$ cat config.mk
export PLATFORM = sky130hd
export DESIGN_NAME = cs_kick_watchdog
export DESIGN_NICKNAME = d
export VERILOG_FILES = /design/src/rtl/wdt_pkg.sv /design/src/rtl/wdt_kick_filter.sv /design/src/rtl/wdt_period_sel.sv /design/src/rtl/wdt_tick_counter.sv /design/src/rtl/cs_kick_watchdog.sv
export SDC_FILE = /design/constraint.sdc
export NUM_CORES = 1
export LEC_CHECK = 0
export ABC_AREA = 1
export BUFFER_PORTS_ARGS = -buffer_cell sky130_fd_sc_hd__buf_2
export CELL_PAD_IN_SITES_DETAIL_PLACEMENT = 1
export CELL_PAD_IN_SITES_GLOBAL_PLACEMENT = 1
export CORE_AREA = 2 2 65 67
export DETAILED_ROUTE_END_ITERATION = 10
export DIE_AREA = 0 0 67 69
export GPL_TIMING_DRIVEN = 1
export PLACE_DENSITY = 0.78
export SLEW_MARGIN = 20
export SYNTH_ARGS = -nofsm -noshare
export SYNTH_HDL_FRONTEND = slang
export SYNTH_SLANG_ARGS = --single-unit
$ cat constraint.sdc
create_clock -name clk -period 2.5 [get_ports clk]
set_clock_uncertainty 0.05 [all_clocks]
set_input_delay 0.5 -clock clk [delete_from_list [all_inputs] [get_ports clk]]
set_output_delay 0.5 -clock clk [all_outputs]
set_load 0.01 [all_outputs]
$ cat src/rtl/wdt_pkg.sv
package wdt_pkg;

    typedef enum logic [1:0] {
        WD_OFF   = 2'd0,
        WD_COUNT = 2'd1,
        WD_HOLD  = 2'd2,
        WD_FIRE  = 2'd3
    } wd_state_e;

    localparam logic [1:0] SEL_LONG  = 2'b00;
    localparam logic [1:0] SEL_MID   = 2'b01;
    localparam logic [1:0] SEL_SHORT = 2'b10;
    localparam logic [1:0] SEL_OFF   = 2'b11;

endpackage

$ cat src/rtl/wdt_kick_filter.sv
// Qualifies a falling edge of the chip-select line: the line must stay low
// for MIN_LOW consecutive samples; one registered kick per low interval.
module wdt_kick_filter #(
    parameter int MIN_LOW = 20
) (
    input  logic clk,
    input  logic rst_n,
    input  logic csn,
    output logic kick
);
    localparam int RUN_W = $clog2(MIN_LOW + 1);
    localparam logic [RUN_W-1:0] RUN_SAT = RUN_W'(MIN_LOW);
    localparam logic [RUN_W-1:0] RUN_ARM = RUN_W'(MIN_LOW - 1);

    logic [RUN_W-1:0] run_q;

    // run_q starts saturated so a line already low at reset gives no kick
    always_ff @(posedge clk or negedge rst_n) begin
        if (!rst_n) begin
            run_q <= RUN_SAT;
            kick  <= 1'b0;
        end else begin
            kick <= !csn && (run_q == RUN_ARM);
            if (csn) begin
                run_q <= '0;
            end else if (run_q != RUN_SAT) begin
                run_q <= run_q + 1'b1;
            end
        end
    end

endmodule

$ cat src/rtl/wdt_period_sel.sv
// Decodes the period select and flags any change of it.
module wdt_period_sel
    import wdt_pkg::*;
#(
    parameter int P_LONG  = 800,
    parameter int P_MID   = 400,
    parameter int P_SHORT = 150,
    parameter int CNT_W   = 10
) (
    input  logic             clk,
    input  logic             rst_n,
    input  logic [1:0]       sel,
    output logic [CNT_W-1:0] last_cnt,
    output logic             sel_chg,
    output logic             disabled
);
    logic [1:0] sel_q;

    always_ff @(posedge clk or negedge rst_n) begin
        if (!rst_n) begin
            sel_q <= SEL_OFF;
        end else begin
            sel_q <= sel;
        end
    end

    assign sel_chg  = (sel != sel_q);
    assign disabled = (sel == SEL_OFF);

    always_comb begin
        unique case (sel)
            SEL_LONG:  last_cnt = CNT_W'(P_LONG - 1);
            SEL_MID:   last_cnt = CNT_W'(P_MID - 1);
            SEL_SHORT: last_cnt = CNT_W'(P_SHORT - 1);
            default:   last_cnt = '0;
        endcase
    end

endmodule

$ cat src/rtl/wdt_tick_counter.sv
// Tick counter with clear priority over increment.
module wdt_tick_counter #(
    parameter int CNT_W = 10
) (
    input  logic             clk,
    input  logic             rst_n,
    input  logic             clr,
    input  logic             inc,
    input  logic [CNT_W-1:0] last_cnt,
    output logic             at_last
);
    logic [CNT_W-1:0] cnt_q;

    always_ff @(posedge clk or negedge rst_n) begin
        if (!rst_n) begin
            cnt_q <= '0;
        end else if (clr) begin
            cnt_q <= '0;
        end else if (inc) begin
            cnt_q <= cnt_q + 1'b1;
        end
    end

    assign at_last = (cnt_q == last_cnt);

endmodule

$ cat src/rtl/cs_kick_watchdog.sv
module cs_kick_watchdog
    import wdt_pkg::*;
#(
    parameter int P_LONG  = 800,
    parameter int P_MID   = 400,
    parameter int P_SHORT = 150,
    parameter int MIN_LOW = 20
) (
    input  logic       clk,
    input  logic       rst_n,
    input  logic       csn_sync,
    input  logic [1:0] wd_sel,
    input  logic       on_batt,
    input  logic       tick,
    output logic       wdt_expire
);
    localparam int P_MAX1 = (P_LONG > P_MID) ? P_LONG : P_MID;
    localparam int P_MAX  = (P_MAX1 > P_SHORT) ? P_MAX1 : P_SHORT;
    localparam int CNT_W  = $clog2(P_MAX + 1);

    wd_state_e        state_q, state_d;
    logic             kick;
    logic             sel_chg, disabled, at_last;
    logic             cnt_clr, cnt_inc;
    logic [CNT_W-1:0] last_cnt;

    wdt_kick_filter #(.MIN_LOW(MIN_LOW)) u_filt (
        .clk  (clk),
        .rst_n(rst_n),
        .csn  (csn_sync),
        .kick (kick)
    );

    wdt_period_sel #(
        .P_LONG (P_LONG),
        .P_MID  (P_MID),
        .P_SHORT(P_SHORT),
        .CNT_W  (CNT_W)
    ) u_sel (
        .clk     (clk),
        .rst_n   (rst_n),
        .sel     (wd_sel),
        .last_cnt(last_cnt),
        .sel_chg (sel_chg),
        .disabled(disabled)
    );

    wdt_tick_counter #(.CNT_W(CNT_W)) u_cnt (
        .clk     (clk),
        .rst_n   (rst_n),
        .clr     (cnt_clr),
        .inc     (cnt_inc),
        .last_cnt(last_cnt),
        .at_last (at_last)
    );

    // state register
    always_ff @(posedge clk or negedge rst_n) begin
        if (!rst_n) begin
            state_q <= WD_OFF;
        end else begin
            state_q <= state_d;
        end
    end

    // next state and counter controls; priority: off > battery > restart > tick
    always_comb begin
        state_d = state_q;
        cnt_clr = 1'b0;
        cnt_inc = 1'b0;
        unique case (state_q)
            WD_OFF: begin
                cnt_clr = 1'b1;
                if (!disabled) begin
                    state_d = on_batt ? WD_HOLD : WD_COUNT;
                end
            end
            WD_COUNT: begin
                if (disabled) begin
                    state_d = WD_OFF;
                    cnt_clr = 1'b1;
                end else if (on_batt) begin
                    state_d = WD_HOLD;
                    cnt_clr = sel_chg;
                end else if (kick || sel_chg) begin
                    cnt_clr = 1'b1;
                end else if (tick) begin
                    if (at_last) begin
                        state_d = WD_FIRE;
                        cnt_clr = 1'b1;
                    end else begin
                        cnt_inc = 1'b1;
                    end
                end
            end
            WD_HOLD: begin
                cnt_clr = sel_chg;
                if (disabled) begin
                    state_d = WD_OFF;
                    cnt_clr = 1'b1;
                end else if (!on_batt) begin
                    state_d = WD_COUNT;
                end
            end
            WD_FIRE: begin
                cnt_clr = 1'b1;
                if (disabled) begin
                    state_d = WD_OFF;
                end else if (on_batt) begin
                    state_d = WD_HOLD;
                end else begin
                    state_d = WD_COUNT;
                end
            end
            default: begin
                state_d = WD_OFF;
                cnt_clr = 1'b1;
            end
        endcase
    end

    assign wdt_expire = (state_q == WD_FIRE);

endmodule

==> metrics.yaml <==
outcome: "complete, no violations"
dieArea_um2: 4620
avgSynthCellArea_um2: 7.55
diodes: 0
synth_cells: 198
drt-wirelength-per-cell_um: 13.3
hold_viol: 0
final_max_slew_viol_count: 0
post-dp-hpwl_um: 2780
setup_viol: 0
clock-root-buffer: "clkbuf_8"
clk_pin_slew_ns: 0.08
tightestPinTransition_ns: 0.612
setup_ws_ns: 0.577
cts_hold_buf: 0
row_count: 23
crit_fanout: 8
grt_use_total_pct: 16.9
syn_to_final_growth_pct: 11.3
min_path_type: "in2async"
timing.fmax_mhz: 520
grt_setup_unrepaired: "false"
io_pins: 8
reg2reg_from: "state_q[1]"
clock-sinks: 20
cts_htree_levels: 1
synth_cell_types: 31
finalCritPeriodShare_pct: 76.9
grtUsageMet3_pct: 1.96
drive_above_1_share_pct: 15.8
arrival_ns: 2.03
cts_setup_buffers: 0
period_minus_slack_ns: 1.92
synthFlopType: "dfrtp_1"
async_reset_ff_share_pct: 100
top_usage_layer: "met2"
met2_usage_pct: 26.7
n_fill_cell: 519
p_leak_nw: 0.815
r2r_slack_ns: 0.74
stdcell_area_um2: 1660
synth_edf_count: 0
route.vias.total: 1290
grt_overflow_total: 0
worstRegToRegCells: 11
critPathCaptureType: "flip-flop"
nNetsFinal: 228
netlist_area_um2: 1500
start_util_pct: 38.2
wirelength_um: 3440
finalCoreUtilization_pct: 42.5
cp-start-kind: "primary input"
detail_route.iter0.violations: 40
cts_made_buffers: 3
ctsResizeCount: 0
pre_cts_ws_ns: 0.279
final.setup.tns_ns: 0
dpl_cell_area_um2: 1590
firstDrtPassIters: 4
drc: 0
grt_use_met1_pct: 24.2
vias_per_cell: 4.98
first_global_vias: 1350
crit_type: "in2reg"
maxCapViolations: 0
max-slew-margin-rel_pct: 59.0
coreArea_um2: 3910
ant_nets: 0
portBuffers: 7
max-vdd-ir-drop_mv: 0.201
cp.required_ns: 2.61
yosys_warnings: 0
powerDensity_nw_per_um2: 616
finalWeightedCongestion: 0.839
grt_max_degree: 21
synth_nets: 216
cts_tree: "built"
power_w: 0.00103
grt_antenna_before_repair: 0
yosysSeqAreaShare_pct: 33.8
r2r-end: "u_cnt.cnt_q[8]"
synth-seq-cells: 20
clk_path_buf_depth: 2
fp.dieH_um: 69
die_w_um: 67
grt_pass1_wl_um: 6100
clock_latency_ns: 0.26
## metal layers
| layer | wire (µm) | vias to the layer above |
|---|---|---|
| met3 | 65 | 4 |
| met4 | 32 | 0 |
| met1 | 1730 | 618 |
| met2 | 1610 | 13 |
| met5 | 0 | - |
| li1 | - | 655 |
## power breakdown
group          internal [W]  switching [W]  leakage [nW]
Sequential         0.000347      0.0000202         0.260
Clock              0.000214       0.000113        0.0357
Combinational      0.000110       0.000222         0.519
## cell usage after synthesis, types with 2 or more instances
cell type	count	area, µm²
a21oi_1	4	20.0
a31oi_1	2	12.5
dfrtp_1	16	400
dfstp_2	4	105
ha_1	11	138
inv_1	34	128
nand2_1	45	169
nand2_2	2	12.5
nand2_4	3	33.8
nand3_1	14	70.1
nand4_1	10	62.6
nor2_1	18	67.6
nor2_2	2	12.5
nor2_4	4	45.0
nor3_1	5	25.0
o21ai_0	3	15.0
o21ai_1	3	15.0
xnor2_1	3	26.3
xor2_1	3	26.3
## metrics by stage
step / hold WS [ns] / std cells
6_report: 0.134 / 259
5_1_grt: 0.166 / 259
4_1_cts: 0.147 / 259
3_5_place_dp: 0.436 / 255
3_3_place_gp: 0.432 / 255
2_1_floorplan: 0.154 / 198
## sequential cells by signal, summed over array words and instances, names as in the netlist
signal	flops
u_sel.sel_q	2
u_cnt.cnt_q	10
u_filt.kick	1
u_filt.run_q	5
state_q	2
## worst max path at each step
| stage | from | endpoint | slack [ns] | cells after the start |
|---|---|---|---|---|
| finish | wd_sel[1] | u_cnt.cnt_q[6] | 0.58 | 13 |
| global placement | wd_sel[1] | u_cnt.cnt_q[8] | 0.30 | 14 |
| global route | wd_sel[1] | u_cnt.cnt_q[8] | 0.40 | 13 |
| floorplan | wd_sel[0] | u_cnt.cnt_q[3] | 0.71 | 12 |
| CTS | wd_sel[1] | u_cnt.cnt_q[3] | 0.56 | 14 |
| detailed placement | wd_sel[1] | u_cnt.cnt_q[3] | 0.28 | 14 |
## cell families after synthesis
logic type	count (synthesis)	synth area share (%)
flops	20	33.8
simple gates	108	37.2
compound gates	17	6.69
fa+ha+maj	11	9.20
xor+xnor	6	3.52
buf+inv	36	9.54
## cells in the final DEF, fill, tap and decap left out, types with 5 or more instances in the layout
cell and n:
nand4_1 10, ha_1 11, nand3_1 14, dfrtp_1 16
nor3_1 5, nor2_1 18, inv_1 34, nand2_1 45
buf_2 7
## critical path, cell delays in order
cell and delay (ns):
buf_2 0.16, inv_1 0.09, ha_1 0.28, inv_1 0.07, nor2_1 0.04, nor2_1 0.09
nand2_1 0.10, nor2_4 0.16, nand3_2 0.11, nand2_1 0.09, nand2_2 0.13, nand2_4 0.14
nor2_1 0.06
## cell type report
type	instances	area [µm²]	area share, %
clock buffer	3	41.3	2.48
clock inverter	1	30.0	1.80
inverter	36	143	8.57
multi-input combinational	142	847	50.9
sequential	20	505	30.4
tap	50	62.6	3.76
timing repair buffer	7	35.0	2.11
No activity file was read; power rests on OpenSTA's default activity.
